--- src/rtl/cic_pkg.sv ---
package cic_pkg;

  // Largest down-shift honoured for a given filter order.
  function automatic int scale_max(input int order);
    return (order == 2) ? 6 : 20;
  endfunction

  // Largest decimation honoured for a given filter order.
  function automatic int rate_max(input int order);
    return (order == 2) ? 16 : 32;
  endfunction

  // Clamp an unsigned configuration value to a limit.
  function automatic int sat(input int value, input int limit);
    return (value > limit) ? limit : value;
  endfunction

endpackage

--- src/rtl/cic_prescale.sv ---
module cic_prescale #(
  parameter int IN_W  = 16,
  parameter int ACC_W = 41,
  parameter int SH_W  = 5
) (
  input  logic [IN_W-1:0]  x,
  input  logic [SH_W-1:0]  sh,
  output logic [ACC_W-1:0] xs
);
  logic [ACC_W-1:0] ext;

  assign ext = {{(ACC_W-IN_W){x[IN_W-1]}}, x};
  assign xs  = $signed(ext) >>> sh;

endmodule

--- src/rtl/cic_integ_chain.sv ---
module cic_integ_chain #(
  parameter int ORDER = 5,
  parameter int ACC_W = 41
) (
  input  logic             clk,
  input  logic             rst,
  input  logic             en,
  input  logic [ACC_W-1:0] xs,
  output logic [ACC_W-1:0] sum_next
);
  logic [ACC_W-1:0] acc [ORDER];
  logic [ACC_W-1:0] nxt [ORDER];

  for (genvar k = 0; k < ORDER; k++) begin : g_stage
    if (k == 0) begin : g_first
      assign nxt[k] = acc[k] + xs;
    end else begin : g_rest
      assign nxt[k] = acc[k] + nxt[k-1];
    end

    always_ff @(posedge clk) begin
      if (rst)     acc[k] <= '0;
      else if (en) acc[k] <= nxt[k];
    end
  end

  assign sum_next = nxt[ORDER-1];

endmodule

--- src/rtl/cic_decim_ctrl.sv ---
module cic_decim_ctrl #(
  parameter int CNT_W = 5
) (
  input  logic             clk,
  input  logic             rst,
  input  logic             in_valid,
  input  logic [CNT_W-1:0] rate_eff,
  output logic             dump,
  output logic [CNT_W-1:0] cnt
);
  assign dump = in_valid && (cnt >= rate_eff);

  always_ff @(posedge clk) begin
    if (rst)           cnt <= '0;
    else if (in_valid) cnt <= dump ? '0 : cnt + CNT_W'(1);
  end

endmodule

--- src/rtl/cic_comb_chain.sv ---
module cic_comb_chain #(
  parameter int ORDER = 5,
  parameter int ACC_W = 41
) (
  input  logic             clk,
  input  logic             rst,
  input  logic             dump,
  input  logic [ACC_W-1:0] din,
  output logic             out_valid,
  output logic [ACC_W-1:0] out_data
);
  logic [ACC_W-1:0] dly [ORDER];
  logic [ACC_W-1:0] dif [ORDER];

  for (genvar k = 0; k < ORDER; k++) begin : g_stage
    if (k == 0) begin : g_first
      assign dif[k] = din - dly[k];
      always_ff @(posedge clk) begin
        if (rst)       dly[k] <= '0;
        else if (dump) dly[k] <= din;
      end
    end else begin : g_rest
      assign dif[k] = dif[k-1] - dly[k];
      always_ff @(posedge clk) begin
        if (rst)       dly[k] <= '0;
        else if (dump) dly[k] <= dif[k-1];
      end
    end
  end

  always_ff @(posedge clk) begin
    if (rst) begin
      out_valid <= 1'b0;
      out_data  <= '0;
    end else begin
      out_valid <= dump;
      if (dump) out_data <= dif[ORDER-1];
    end
  end

endmodule

--- src/rtl/cic_decim.sv ---
module cic_decim
  import cic_pkg::*;
#(
  parameter int ORDER   = 5,
  parameter int IN_W    = 16,
  parameter int SCALE_W = 5,
  parameter int RATE_W  = 8,
  localparam int SMAX   = scale_max(ORDER),
  localparam int RMAX   = rate_max(ORDER),
  localparam int SH_W   = $clog2(SMAX + 1),
  localparam int CNT_W  = $clog2(RMAX),
  localparam int ACC_W  = IN_W + ORDER * CNT_W
) (
  input  logic               clk,
  input  logic               rst,
  input  logic               in_valid,
  input  logic [IN_W-1:0]    in_data,
  input  logic [SCALE_W-1:0] cfg_scale,
  input  logic [RATE_W-1:0]  cfg_rate_m1,
  output logic               out_valid,
  output logic [ACC_W-1:0]   out_data
);
  logic [SH_W-1:0]  sh_eff;
  logic [CNT_W-1:0] rate_eff;
  logic [ACC_W-1:0] xs_w;
  logic [ACC_W-1:0] isum_w;
  logic             dump_w;
  logic [CNT_W-1:0] cnt_w;

  assign sh_eff   = SH_W'(sat(int'(cfg_scale), SMAX));
  assign rate_eff = CNT_W'(sat(int'(cfg_rate_m1), RMAX - 1));

  cic_prescale #(.IN_W(IN_W), .ACC_W(ACC_W), .SH_W(SH_W)) u_pre (
    .x  (in_data),
    .sh (sh_eff),
    .xs (xs_w)
  );

  cic_integ_chain #(.ORDER(ORDER), .ACC_W(ACC_W)) u_integ (
    .clk      (clk),
    .rst      (rst),
    .en       (in_valid),
    .xs       (xs_w),
    .sum_next (isum_w)
  );

  cic_decim_ctrl #(.CNT_W(CNT_W)) u_ctrl (
    .clk      (clk),
    .rst      (rst),
    .in_valid (in_valid),
    .rate_eff (rate_eff),
    .dump     (dump_w),
    .cnt      (cnt_w)
  );

  cic_comb_chain #(.ORDER(ORDER), .ACC_W(ACC_W)) u_comb (
    .clk       (clk),
    .rst       (rst),
    .dump      (dump_w),
    .din       (isum_w),
    .out_valid (out_valid),
    .out_data  (out_data)
  );

endmodule

--- config.mk ---
export PLATFORM = sky130hd
export DESIGN_NAME = cic_decim
export DESIGN_NICKNAME = d
export VERILOG_FILES = /design/src/rtl/cic_pkg.sv /design/src/rtl/cic_prescale.sv /design/src/rtl/cic_integ_chain.sv /design/src/rtl/cic_decim_ctrl.sv /design/src/rtl/cic_comb_chain.sv /design/src/rtl/cic_decim.sv
export SDC_FILE = /design/constraint.sdc
export NUM_CORES = 1
export LEC_CHECK = 0
export BUFFER_PORTS_ARGS = -buffer_cell sky130_fd_sc_hd__buf_2
export CAP_MARGIN = 20
export CORE_MARGIN = 1.5
export CORE_UTILIZATION = 50
export DETAILED_ROUTE_END_ITERATION = 16
export PLACE_DENSITY = 0.62
export SYNTH_ARGS = -nofsm -noshare
export SYNTH_HDL_FRONTEND = slang
export SYNTH_SLANG_ARGS = --single-unit
--- constraint.sdc ---
create_clock -name clk -period 23 [get_ports clk]
set_input_delay 2.3 -clock clk [delete_from_list [all_inputs] [get_ports clk]]
set_output_delay 2.3 -clock clk [all_outputs]
set_load 0.05 [all_outputs]
==> results.sh <==
export IMPL_postCtsSetupBuffers=0
export IMPL_diodes=0
export IMPL_r2r_end="u_comb.out_data[40]$_SDFFE_PP0P_"
export IMPL_tns_ps=0
export IMPL_min_delay_start="u_comb.out_data[30]$_SDFFE_PP0P_"
export IMPL_cp_top_family="compound AO/OA/AOI/OAI gates"
export IMPL_drc=0
export IMPL_whs_endpoint="u_comb.out_data[30]$_SDFFE_PP0P_"
export IMPL_die_width_um=273.5
export IMPL_syn_cell_area_um2=36580
export IMPL_grt_pass1_vias=25504
export IMPL_drt_iter0_markers=1524
export IMPL_cts_resized=0
export IMPL_fin_skew_ps=17.37
export IMPL_fin_crit_sh_pct=91.23
export IMPL_hold_buffers=0
export IMPL_yosys_area_share_xor_xnor_pct=8.905
export IMPL_antenna_found_initial=0
export IMPL_tightest_slew_ps=1019
export IMPL_ant_nets=0
export IMPL_die_area_um2=74780
export IMPL_overflow=0
export IMPL_cp_buffers_inverters=2
export IMPL_grt_max_degree=138
export IMPL_core_um2=71980
export IMPL_slew_violations=0
export IMPL_synth_top_area_cell="edfxtp_1"
export IMPL_crit_path_end_kind="register"
export IMPL_r2r_slack_ps=5550
export IMPL_critPathLaunchType="primary input"
export IMPL_layout_nets=4456
export IMPL_drive_gt1_share_pct=5.349
export IMPL_cp_common_cell="a21oi_1"
export IMPL_hold_violations=0
export IMPL_die_h_um=273.5
export IMPL_routed_via_count=27188
export IMPL_synth_compound_area_share_pct=18.98
export IMPL_critPathKind="in2reg"
export IMPL_synth_top_family_by_area="compound AO/OA/AOI/OAI gates"
export IMPL_track_usage_pct=19.43
export IMPL_yosysTopAreaCellShare_pct=33.66
export IMPL_max_freq_mhz=47.66
export IMPL_nFillCells=6665
export IMPL_max_slew_margin_rel_pct=32.07
export IMPL_r2r_cells=78
export IMPL_htree_levels=2
export IMPL_synthArstFlopShare_pct=0
export IMPL_cts_max_path_buffers=3
export IMPL_cp_slowest_stage_delay_ps=810
export IMPL_synth_yosys_seq_area_share_pct=36.23
export IMPL_clock_sinks=457
export IMPL_syn2layout_area_growth_pct=8.713
export IMPL_period_minus_slack_ps=20980
export IMPL_ys_flop_type="edfxtp_1"
export IMPL_clk_pin_slew_worst_paths_ps=50
export IMPL_io_pins=74
export IMPL_routabilityCongestion=0.8808
export IMPL_setup_viol=0
export IMPL_rows=98
export IMPL_holdPathStages=2
export IMPL_ys_warn_count=0
export IMPL_grt_pass1_wl_um=123600
export IMPL_ys_seq_elements=457
export IMPL_port_buffers=73
export IMPL_outcome="completed"
export IMPL_ys_types=90
export IMPL_syn_area_per_cell_um2=9.288
export IMPL_numCtsBuffers=58
export IMPL_min_path_type="reg2reg"
export IMPL_wire_per_inst_um=14.69
export IMPL_first_pass_iters=5
export IMPL_cts_tree="built"
export IMPL_clkLatencyLatePin_ps=620
export IMPL_synthTopCellsByArea="edfxtp_1, ha_1, xnor2_1, and2_1, a21oi_1"
export IMPL_yosys_area_share_simple_pct=15.75
export IMPL_arrival_ps=21460
export IMPL_synth_fa_ha_area_share_pct=14.44
export IMPL_drt_total_wl_um=73560
export IMPL_synth_edff_count=410
export IMPL_synthesis_nets=4386
export IMPL_critPathMaxFanout=20
export IMPL_critPathRequiredTime_ps=23470
export IMPL_synthCells=3938
export IMPL_root_buffer="clkbuf_16"
export IMPL_start_util_pct=50.82
export IMPL_dp_hpwl_um=52810
export IMPL_reg2reg_from="u_integ.acc[0][1]$_SDFFCE_PN0P_"
export IMPL_routed_via_density=5.430
export IMPL_rsz0062_at_grt="false"
export IMPL_synth_area_mux_share_pct=0.9031
export IMPL_worst_path_max_delay_cell="o41ai_1"
export IMPL_cap_viol_max_count=0
[logic make-up (layout without fill, tap and decap cells)]
group	count (synthesis)	in the layout
xor+xnor	365	365
buf+inv	462	581
compound gates	1080	1080
simple gates	1128	1128
mux	30	30
fa+ha+maj	416	416
flops	457	457
[sequential cells by signal, indices dropped and copies added (netlist names)]
name / count
u_comb.dly: 205
u_comb.out_data: 41
u_comb.out_valid: 1
u_ctrl.cnt: 5
u_integ.acc: 205
[cell usage after synthesis (11+ instances only)]
master      n
a31oi_1    34
a211oi_1   23
or3_1      12
nand4_1    30
and3_1     62
a21boi_0   13
nor2b_1    52
dfxtp_1    47
inv_1     386
o21bai_1   72
ha_1      406
clkbuf_1   71
nand2_1   187
o21ai_0   199
o31ai_1    15
and2_1    291
nand3_1    47
a21oi_1   345
o21a_1     53
o21ai_1    13
xnor2_1   237
mux2i_1    24
nand2b_1   49
xor2_1    123
nor2_1    307
edfxtp_1  410
o211ai_1   11
a21o_1    183
nor3_1     46
[area by class of cell]
| class | count | area [um^2] | area share (%) |
|---|---|---|---|
| Clock inverter | 16 | 93.84 | 0.2360 |
| Timing Repair Buffer | 86 | 462.9 | 1.164 |
| Tap cell | 950 | 1189 | 2.989 |
| Clock buffer | 93 | 1708 | 4.295 |
| Multi-Input combinational cell | 3019 | 21600 | 54.32 |
| Inverter | 386 | 1456 | 3.663 |
| Sequential cell | 457 | 13250 | 33.33 |
[worst register-to-register path, delay by kind of cell, from the launching register on]
| family | cells | cell delay, ps |
|---|---|---|
| simple gates | 16 | 3260 |
| flops | 1 | 390 |
| compound gates | 41 | 8350 |
| buf+inv | 1 | 90 |
| fa+ha+maj | 10 | 3550 |
| xor+xnor | 10 | 1680 |
[through the flow]
stage | cells | util (%) | hold WS [ps] | setup WS, ps | cell area (um^2)
after CTS | 5007 | 55.24 | 449.4 | 2287 | 39760
after detailed placement | 4898 | 52.74 | 436.6 | 1729 | 37960
after floorplan | 3938 | - | 479.0 | 4493 | 36580
after global routing | 5007 | 55.24 | 474.7 | 489.8 | 39760
final | 5007 | 55.24 | 443.5 | 2016 | 39760
after global placement | 4898 | 52.74 | 428.9 | 1673 | 37960
[metal layers]
metal / vias to the layer above / wire, um / global-route usage (%)
li1: 14158 / - / -
met1: 12661 / 37550 / 28.09
met2: 297 / 32530 / 31.21
met3: 72 / 2401 / 2.421
met4: 0 / 1075 / 3.824
met5: - / 0 / 0
[placed cells by master (no fill, tap or decap), types with 9 or more instances in the layout]
| cell type | n |
|---|---|
| a211oi_1 | 23 |
| a21boi_0 | 13 |
| a21o_1 | 183 |
| a21oi_1 | 344 |
| a221oi_1 | 10 |
| a31o_2 | 10 |
| a31oi_1 | 34 |
| and2_1 | 291 |
| and3_1 | 62 |
| buf_2 | 73 |
| buf_4 | 13 |
| clkbuf_1 | 27 |
| clkbuf_16 | 62 |
| clkinv_1 | 9 |
| dfxtp_1 | 47 |
| edfxtp_1 | 410 |
| fa_1 | 10 |
| ha_1 | 406 |
| inv_1 | 384 |
| mux2i_1 | 24 |
| nand2_1 | 187 |
| nand2b_1 | 48 |
| nand3_1 | 47 |
| nand4_1 | 30 |
| nor2_1 | 307 |
| nor2b_1 | 51 |
| nor3_1 | 46 |
| o211ai_1 | 11 |
| o21a_1 | 53 |
| o21ai_0 | 199 |
| o21ai_1 | 13 |
| o21bai_1 | 72 |
| o31ai_1 | 15 |
| or2_2 | 9 |
| or3_1 | 12 |
| xnor2_1 | 237 |
| xor2_1 | 123 |
[worst max path at each step]
stage                                  endpoint  slack (ps)  cells after the start    startpoint
2_1_floorplan  u_comb.out_data[40]$_SDFFE_PP0P_        4490                     90  cfg_scale[2]
3_3_place_gp   u_comb.out_data[40]$_SDFFE_PP0P_        1670                     87  cfg_scale[2]
3_5_place_dp   u_comb.out_data[40]$_SDFFE_PP0P_        1730                     85  cfg_scale[2]
4_1_cts        u_comb.out_data[40]$_SDFFE_PP0P_        2290                     85  cfg_scale[2]
5_1_grt        u_comb.out_data[40]$_SDFFE_PP0P_         490                     87  cfg_scale[2]
6_report       u_comb.out_data[40]$_SDFFE_PP0P_        2020                     85  cfg_scale[2]
Power is not shown: default switching activity piles up to over one toggle a cycle in this logic, so the estimate is an artifact.
